<file path="src/rtl/cid_pkg.sv">
package cid_pkg;

    typedef struct packed {
        logic start;
        logic gain;
        logic insel;
        logic done;
    } chan_evt_t;

    typedef struct packed {
        logic res_ok;
        logic ovf_en;
    } chan_qual_t;

    function automatic logic evt_rearms(input chan_evt_t e);
        return e.start | e.gain | e.insel;
    endfunction

endpackage

</file>
<file path="src/rtl/cid_rearm.sv">
module cid_rearm
    import cid_pkg::*;
(
    input  chan_evt_t evt,
    output logic      rearm,
    output logic      done
);
    always_comb begin
        rearm = evt_rearms(evt);
        done  = evt.done;
    end
endmodule

</file>
<file path="src/rtl/cid_counter.sv">
module cid_counter #(
    parameter int CODE_W = 2
) (
    input  logic              clk,
    input  logic              rst,
    input  logic [CODE_W-1:0] code,
    input  logic              rearm,
    input  logic              done,
    output logic              open
);
    logic [CODE_W-1:0] cnt_q;

    always_ff @(posedge clk) begin
        if (rst) begin
            cnt_q <= code;
        end else if (rearm) begin
            cnt_q <= code;
        end else if (done && cnt_q != '0) begin
            cnt_q <= cnt_q - 1'b1;
        end
    end

    assign open = (cnt_q == '0);
endmodule

</file>
<file path="src/rtl/cid_gate.sv">
module cid_gate
    import cid_pkg::*;
(
    input  logic       open,
    input  logic       rearm,
    input  logic       done,
    output chan_qual_t qual
);
    always_comb begin
        qual.res_ok = done & open & ~rearm;
        qual.ovf_en = open;
    end
endmodule

</file>
<file path="src/rtl/cid_conv_irq_delay.sv">
module cid_conv_irq_delay
    import cid_pkg::*;
#(
    parameter int N_CH   = 4,
    parameter int CODE_W = 2
) (
    input  logic                     clk,
    input  logic                     rst,
    input  logic [N_CH*CODE_W-1:0]   dly_code,
    input  logic [N_CH-1:0]          start_stb,
    input  logic [N_CH-1:0]          gain_stb,
    input  logic [N_CH-1:0]          insel_stb,
    input  logic [N_CH-1:0]          conv_done,
    output logic [N_CH-1:0]          res_irq_ok,
    output logic [N_CH-1:0]          ovf_irq_en
);
    for (genvar c = 0; c < N_CH; c++) begin : g_ch
        chan_evt_t  evt;
        chan_qual_t qual;
        logic       rearm;
        logic       done;
        logic       open;

        always_comb begin
            evt.start = start_stb[c];
            evt.gain  = gain_stb[c];
            evt.insel = insel_stb[c];
            evt.done  = conv_done[c];
        end

        cid_rearm u_rearm (
            .evt   (evt),
            .rearm (rearm),
            .done  (done)
        );

        cid_counter #(.CODE_W(CODE_W)) u_cnt (
            .clk   (clk),
            .rst   (rst),
            .code  (dly_code[c*CODE_W +: CODE_W]),
            .rearm (rearm),
            .done  (done),
            .open  (open)
        );

        cid_gate u_gate (
            .open  (open),
            .rearm (rearm),
            .done  (done),
            .qual  (qual)
        );

        assign res_irq_ok[c] = qual.res_ok;
        assign ovf_irq_en[c] = qual.ovf_en;
    end
endmodule

</file>
<file path="config.mk">
export PLATFORM = sky130hd
export DESIGN_NAME = cid_conv_irq_delay
export DESIGN_NICKNAME = d
export VERILOG_FILES = /design/src/rtl/cid_pkg.sv /design/src/rtl/cid_rearm.sv /design/src/rtl/cid_counter.sv /design/src/rtl/cid_gate.sv /design/src/rtl/cid_conv_irq_delay.sv
export SDC_FILE = /design/constraint.sdc
export NUM_CORES = 1
export LEC_CHECK = 0
export ABC_AREA = 1
export BUFFER_PORTS_ARGS = -buffer_cell sky130_fd_sc_hd__buf_4
export CAP_MARGIN = 20
export CORE_UTILIZATION = 45
export CTS_CLUSTER_SIZE = 8
export DETAILED_ROUTE_END_ITERATION = 10
export HOLD_SLACK_MARGIN = 0.03
export PLACE_DENSITY = 0.78
export SYNTH_ARGS = -nofsm -noshare
export SYNTH_HDL_FRONTEND = slang
export SYNTH_HIERARCHICAL = 1
export SYNTH_SLANG_ARGS = --single-unit
export TNS_END_PERCENT = 30
</file>
<file path="constraint.sdc">
create_clock -name clk -period 3.3 [get_ports clk]
set_clock_uncertainty 0.05 [all_clocks]
set_input_delay 0.165 -clock clk [delete_from_list [all_inputs] [get_ports clk]]
set_output_delay 0.165 -clock clk [all_outputs]
set_load 0.05 [all_outputs]
</file>
# After elaboration in Yosys (flattened, before gate mapping)
# Index checks and enable logic that the tools add are counted.
# totals
in_bits	26
wordCells	56
regBits	8
out_inout_bits	8
# op_classes
muxes	12
n_reduce_logical	16
n_addsub	4
bitwise_logic	20
# ops
op	count
$mux 2	12
$reduce_bool 3->1	4
$and 1x1->1	8
$logic_not 2->1	4
$or 1x1->1	8
$reduce_bool 2->1	4
$sub 2x1->2 const B	4
$logic_and 1x1->1	4
$not 1->1	4

# Depth between registers and ports, before layout
# Gate-level depths: netlist of the first run.
# logic_depth
word_depth	5
mapped_depth	5
ltp_nobuf	5

# Hierarchy
# The synthesis of the first run kept the hierarchy.
# by_module_without_submodules
module	cells_per_inst	instances	area_per_inst_um2
cid_counter	15	4	123.9
cid_rearm	4	4	18.8
cid_gate	3	4	17.5

# Worst setup path after synthesis of the first run
# Ideal clock, no wire load.
# synth_path
path_kind	register to output
start	register g_ch[0].u_cnt.cnt_q[0]
end	output res_irq_ok[0]
t_arrival_ns	1.052
path_buffers	0
setup_slack_ns	2.033
path_stages_with_launch	5
cell_sequence	edfxtp_1 -> inv_1 -> ha_1 -> nand2_1 -> nor2_2
# synth_via
elab_chain_cells	3
# synth_rtl
element	line_no	text
start: declaration	cid_counter.sv:11	logic [CODE_W-1:0] cnt_q;
start signal: assignment	cid_counter.sv:15	cnt_q <= code;
start signal: assignment	cid_counter.sv:17	cnt_q <= code;
start signal: assignment	cid_counter.sv:19	cnt_q <= cnt_q - 1'b1;
$logic_not 2->1	cid_counter.sv:23	assign open = (cnt_q == '0);
net g_ch[0].open	cid_conv_irq_delay.sv:22	logic open;
$and 1x1->1 (2 in a row)	cid_gate.sv:10	qual.res_ok = done & open & ~rearm;
end: declaration	cid_conv_irq_delay.sv:14	output logic [N_CH-1:0] res_irq_ok,
# The timed path passes the listed nets, and every way through them passes these cells.

# Final worst setup path of the first run
# layout_path
start	register g_ch[3].u_cnt.cnt_q[0]
end	output res_irq_ok[3]
# layout_via
elab_chain_cells	3
# layout_rtl
element	line_no
start: declaration	cid_counter.sv:11
start signal: assignment	cid_counter.sv:15
start signal: assignment	cid_counter.sv:17
start signal: assignment	cid_counter.sv:19
$logic_not 2->1	cid_counter.sv:23
$and 1x1->1 (2 in a row)	cid_gate.sv:10
# No other way between the ends.

==> flow_metrics.tcl, run 1 <==
set metrics [dict create \
    worstHoldPathCells 3 \
    post_cts_buffers 0 \
    synth_top_family_by_area "simple AND/OR/NAND/NOR gates" \
    cts.path.max_buffers 2 \
    holdPathEnd "g_ch[1].u_cnt/cnt_q[0]$_DFFE_PP_" \
    antenna_left 0 \
    critPathRequiredTime_ps 3080 \
    grt_max_degree 13 \
    maxCapViolations 0 \
    worstHoldStart "dly_code[2]" \
    finalCritPeriodShare 0.444 \
    worst_slew_pin_slew_ps 369 \
    worstPathCellList "inv_1 -> ha_1 -> nand2_1 -> nor2_2 -> buf_4" \
    syn_inst 88 \
    track_usage 0.198 \
    wl_per_cell_um 9.72 \
    regMostFlops "g_ch.u_cnt/cnt_q" \
    via_count 600 \
    io_pins 34 \
    avgSynthCellArea_um2 7.28 \
    clock_sinks 8 \
    slew_headroom 0.751 \
    ys_top_cells_by_area "edfxtp_1 (38%), nand2_1 (14%), inv_1 (12%)" \
    viasPerCell 4.58 \
    critPathKind "register to output pin" \
    syn_to_final_growth_pct 35.7 \
    synthAdderAreaFrac 0.0781 \
    antenna_found_initial 0 \
    drive_gt1_frac 0.379 \
    use_met1 0.201 \
    core_area_um2 1320 \
    clkTransAtPathRegs_ps 50 \
    min_path_type "input pin to register" \
    drtPass1Iterations 2 \
    synth-simple-area-share 0.242 \
    grt_pass1_wl_um 2080 \
    synth_top_area_cell "edfxtp_1" \
    r2r_setup_slack_ps 1980 \
    cts_tree "done" \
    worstPathArrival_ps 1250 \
    gp_congestion 0.657 \
    place_ws_ps 1970 \
    ctsResizeCount 0 \
    rows 13 \
    slowest_delay_ps 370 \
    drt-total-wl_um 1270 \
    synth.distinct_cells 8 \
    final_nets 148 \
    die_y_um 39.7 \
    crit_fanout 3 \
    drc_errors 0 \
    r2r-end "g_ch[0].u_cnt/cnt_q[1]$_DFFE_PP_" \
    die_area_um2 1580 \
    worst_slack_ps 1830 \
    grt-ovfl-total 0 \
    seq_area_frac_synth 0.375 \
    syn_area_um2 641 \
    rsz0062_at_grt "no" \
    stdcell_count 131 \
    h-tree-depth 1 \
    clk_latency_ps 250 \
    cts_buffers 3 \
    clock.fmax_mhz 682 \
    ir_worst_vdd_v 0.000240 \
    place_inst 128 \
    hpwl_um 1100 \
    crit-reg2reg-launch "g_ch[0].u_cnt/cnt_q[0]$_DFFE_PP_" \
    power_density_nw_per_um2 318 \
    worstRegToRegCells 3 \
    slowest_stage "edfxtp_1" \
    drt_iter0_drc 6 \
    synth_top_cell_area_share 0.375 \
    synthXorXnorAreaFrac 0 \
    status "finished clean" \
    synth_mux_area_frac 0 \
    min_period_ps 1470 \
    grt-busiest-layer "met2" \
    largest_reg_flops 8 \
    largest_registers "g_ch.u_cnt/cnt_q x8" \
    numPortBuffers 33 \
    synth_compound_area_frac 0.0938 \
    syn_nets 118 \
    finalPower_mw 0.277 \
    setup_violations 0 \
    finalHoldViolCount 0 \
    fillers 124 \
    antennaDiodeCount 0 \
    cp-start-kind "register" \
    yosysWarnings 6 \
    leakage_nw 0.473 \
    ys_ff_latch 8 \
    cts_root_buf "clkbuf_4" \
    hold_buffers 0 \
    gr-usage-met2 0.398 \
    slew_violations 0 \
    die_width_um 39.7 \
    grt_use_met3 0.0341 \
    initial_core_util 0.486 \
    end_kind "output pin" \
    finalSetupTns_ps 0 \
    grt_pass1_vias 546 \
]
logic make-up after synthesis:
| logic type | after synthesis |
|---|---|
| adders and majority gates | 4 |
| and+or+nand+nor | 36 |
| DFF | 8 |
| AOI/OAI and AO/OA | 12 |
| buffers and inverters | 28 |
area by class of cell:
class / count / area (µm²) / area share
Tap cell: 15 / 18.8 / 0.0216
Multi-Input combinational cell: 52 / 265 / 0.305
Timing Repair Buffer: 33 / 248 / 0.285
Inverter: 20 / 75.1 / 0.0863
Clock buffer: 3 / 22.5 / 0.0259
Sequential cell: 8 / 240 / 0.276
per-layer routing:
metal / vias up / routed length [µm] / part of all wire
li1: 320 / - / -
met4: 0 / 0 / 0
met5: - / 0 / 0
met2: 20 / 709 / 0.56
met1: 260 / 496 / 0.39
met3: 0 / 66 / 0.052
placed cells by master (no fill, tap or decap), drive strengths merged:
master,count
clkbuf,3
buf,33
nand2,24
nor2,12
edfxtp,8
ha,4
o21ai,12
inv,20
synth_stat cells:
master    number
nand2_1       24
o21ai_0       12
buf_4          8
ha_1           4
inv_1         20
nor2_2         8
edfxtp_1       8
nor2_1         4
where the power goes:
group          switching, mW  internal, mW
sequential           0.00213         0.121
clock                 0.0315        0.0415
combinational         0.0450        0.0358
total                 0.0786         0.198
metrics by stage:
step	util	area (µm²)	hold slack (ps)
CTS	0.660	870	158
global placement	0.643	847	411
detailed placement	0.643	847	416
floorplan	-	641	324
global route	0.660	870	169
finish	0.660	870	164
critical path: cells and delay by family, from the launching register on:
kind          cells  cell delay [ps]
buf+inv           2              280
flops             1              370
fa+ha+maj         1              190
simple gates      2              150
how the worst max path moves through the flow:
| stage | start | to | slack, ps | cells past startpoint |
|---|---|---|---|---|
| 2_1_floorplan | g_ch[0].u_cnt/cnt_q[0]$_DFFE_PP_ | res_irq_ok[0] | 2030 | 4 |
| 6_report | g_ch[3].u_cnt/cnt_q[0]$_DFFE_PP_ | res_irq_ok[3] | 1830 | 5 |
| 3_3_place_gp | g_ch[1].u_cnt/cnt_q[0]$_DFFE_PP_ | g_ch[1].u_cnt/cnt_q[0]$_DFFE_PP_ | 2050 | 3 |
| 3_5_place_dp | g_ch[0].u_cnt/cnt_q[0]$_DFFE_PP_ | g_ch[0].u_cnt/cnt_q[1]$_DFFE_PP_ | 1970 | 3 |
| 4_1_cts | g_ch[3].u_cnt/cnt_q[0]$_DFFE_PP_ | res_irq_ok[3] | 1800 | 5 |
| 5_1_grt | g_ch[3].u_cnt/cnt_q[0]$_DFFE_PP_ | res_irq_ok[3] | 1750 | 5 |
Note: power is estimated with default switching activity, not from simulation.
==> run 2, diff against run 1 <==
--- a/config.mk
+++ b/config.mk
@@ -5,14 +5,14 @@
 export SDC_FILE = /design/constraint.sdc
 export NUM_CORES = 1
 export LEC_CHECK = 0
-export ABC_AREA = 1
+export ABC_AREA = 0
 export BUFFER_PORTS_ARGS = -buffer_cell sky130_fd_sc_hd__buf_4
 export CAP_MARGIN = 20
-export CORE_UTILIZATION = 45
+export CORE_UTILIZATION = 42
 export CTS_CLUSTER_SIZE = 8
 export DETAILED_ROUTE_END_ITERATION = 10
 export HOLD_SLACK_MARGIN = 0.03
-export PLACE_DENSITY = 0.78
+export PLACE_DENSITY = 0.75
 export SYNTH_ARGS = -nofsm -noshare
 export SYNTH_HDL_FRONTEND = slang
 export SYNTH_HIERARCHICAL = 1
==> constraint.sdc (replaced) <==
create_clock -name clk -period 1.4 [get_ports clk]
set_clock_uncertainty 0.05 [all_clocks]
set_input_delay 0.07 -clock clk [delete_from_list [all_inputs] [get_ports clk]]
set_output_delay 0.07 -clock clk [all_outputs]
set_load 0.05 [all_outputs]
==> flow_metrics.tcl, run 2 <==
set metrics [dict create \
    ys.flop_type "edfxtp_1" \
    die_area_um2 1590 \
    clock.fmax_mhz 749 \
    clkTransAtPathRegs_ps 50 \
    die_y_um 39.8 \
    ir_worst_vdd_v 0.000579 \
    crit-reg2reg-launch "g_ch[2].u_cnt/cnt_q[0]$_DFFE_PP_" \
    drtPass1Iterations 4 \
    die_width_um 39.8 \
    antennaDiodeCount 0 \
    stdcell_count 107 \
    slowest_stage "edfxtp_1" \
    min_period_ps 1340 \
    clock_sinks 8 \
    avgSynthCellArea_um2 10.0 \
    finalHoldViolCount 0 \
    multi_input_area_um2 258 \
    drt-total-wl_um 1190 \
    drc_errors 0 \
    power_density_nw_per_um2 734 \
    finalCritPeriodShare 0.954 \
    slowest_delay_ps 360 \
    syn_nets 90 \
    cts_root_buf "clkbuf_4" \
    initial_core_util 0.456 \
    regArea_um2 240 \
    worstPathCellList "inv_1 -> ha_1 -> and3b_1 -> buf_6" \
    yosys-top-cells-count "inv_1 (12), buf_4 (8), edfxtp_1 (8), o21ai_0 (8)" \
    yosysMostFrequentCell "inv_1" \
    yosysWarnings 6 \
    critPathKind "register to output pin" \
    place_inst 104 \
    largest_registers "g_ch.u_cnt/cnt_q x8" \
    worst_slew_pin_slew_ps 334 \
    r2r_setup_slack_ps 130 \
    syn_area_um2 601 \
    grt_pass1_wl_um 1660 \
    drive_gt1_frac 0.500 \
    r2r-end "g_ch[2].u_cnt/cnt_q[1]$_DFFE_PP_" \
    worstPathArrival_ps 1220 \
    synth_top_cell_area_share 0.400 \
    status "finished clean" \
    leakage_nw 0.459 \
    critPathRequiredTime_ps 1280 \
    setup_violations 0 \
    synth_top_area_cell "edfxtp_1" \
    worstHoldPathCells 2 \
    viasPerCell 4.85 \
    cts_buffers 3 \
    via_count 519 \
    track_usage 0.160 \
    numPortBuffers 33 \
    min_path_type "input pin to register" \
    drt_iter0_drc 3 \
    slew_violations 0 \
    ys_async_sr_fraction 0 \
    h-tree-depth 1 \
    cp-start-kind "register" \
    antenna_found_initial 0 \
    grt_pass1_vias 425 \
    io_pins 34 \
    finalPower_mw 0.644 \
    hpwl_um 1020 \
    final_common_cell "buf_4" \
    seq_area_frac_synth 0.400 \
    final_cell_mix "buf_4 (33), inv_1 (11), o21ai_0 (8), edfxtp_1 (8)" \
    largest_reg_flops 8 \
    syn_inst 60 \
    holdPathEnd "g_ch[2].u_cnt/cnt_q[0]$_DFFE_PP_" \
    fin_util 0.666 \
    crit_fanout 3 \
    regMostFlops "g_ch.u_cnt/cnt_q" \
    worstRegToRegCells 3 \
    ys_top_cells_by_area "edfxtp_1 (40%), buf_4 (10%), mux2_4 (10%)" \
    core_area_um2 1320 \
    cts_tree "done" \
    slew_headroom 0.775 \
    synth.distinct_cells 10 \
    clk_latency_ps 240 \
    antenna_left 0 \
    grt_max_degree 13 \
    finalSetupTns_ps 0 \
    final_nets 124 \
    syn_to_final_growth_pct 46.0 \
    cts.path.max_buffers 2 \
    synth_edf_count 8 \
    end_kind "output pin" \
    grt-ovfl-total 0 \
    fillers 105 \
    post_cts_buffers 0 \
    worstHoldStart "dly_code[4]" \
    maxCapViolations 0 \
    gp_congestion 0.668 \
    hold_buffers 0 \
    wl_per_cell_um 11.1 \
    ys_ff_latch 8 \
    rows 13 \
    rsz0062_at_grt "no" \
]
## run 2: layout make-up
class / count / area share
tap: 15 / 0.0214
multi-input combinational: 32 / 0.294
clock buffer: 3 / 0.0257
sequential: 8 / 0.274
inverter: 12 / 0.0514
timing repair buffer: 37 / 0.334
## run 2: how the worst max path moves through the flow
stage,slack [ps],depth (start not counted),startpoint,end
2_1_floorplan,170,3,gain_stb[0],g_ch[0].u_cnt/cnt_q[0]$_DFFE_PP_
3_3_place_gp,60,4,gain_stb[1],g_ch[1].u_cnt/cnt_q[0]$_DFFE_PP_
3_5_place_dp,30,4,gain_stb[0],g_ch[0].u_cnt/cnt_q[0]$_DFFE_PP_
4_1_cts,40,4,g_ch[3].u_cnt/cnt_q[0]$_DFFE_PP_,res_irq_ok[3]
5_1_grt,0.6,4,g_ch[1].u_cnt/cnt_q[0]$_DFFE_PP_,res_irq_ok[1]
6_report,60,4,g_ch[2].u_cnt/cnt_q[0]$_DFFE_PP_,res_irq_ok[2]
## run 2: metal layers
metal / GRT usage / vias to the layer above / part of all wire
met4: 0.0517 / 0 / 0.016
met2: 0.311 / 17 / 0.56
met5: 0 / - / 0
met3: 0.0170 / 2 / 0.043
li1: - / 268 / -
met1: 0.173 / 232 / 0.38
## run 2: worst max-delay path, delay by kind of cell, from the launching register on
kind,cells,cell delay [ps]
fa+ha+maj,1,190
flops,1,360
buf+inv,2,250
simple gates,1,180
## run 2: through the flow
| stage | worst slack, ps | cell area, µm² | hold WS (ps) |
|---|---|---|---|
| 2_1_floorplan | 170 | 601 | 238 |
| 3_3_place_gp | 61.2 | 837 | 322 |
| 3_5_place_dp | 25.7 | 837 | 326 |
| 4_1_cts | 38.0 | 860 | 75.3 |
| 5_1_grt | 0.602 | 877 | 69.1 |
| 6_report | 64.8 | 877 | 79.2 |
## run 2: cell families (layout without fill, tap and decap cells)
kind of cell | after synthesis | after routing | share of synthesized area
flops | 8 | 8 | 0.400
buf+inv | 20 | 52 | 0.175
mux | 4 | 4 | 0.100
compound gates | 12 | 12 | 0.117
simple gates | 12 | 12 | 0.125
fa+ha+maj | 4 | 4 | 0.0833
## run 2: report_power, final
group	leakage (nW)	switching, mW	internal (mW)
logic	0.361	0.0901	0.0954
registers	0.0844	0.00517	0.284
clock network	0.0138	0.0710	0.0976
## run 2: timing repair
action                                  in CTS  in global routing
gates resized for setup                      0                  6
endpoints found under the hold margin        0                  0
endpoints found under the setup margin       0                  4
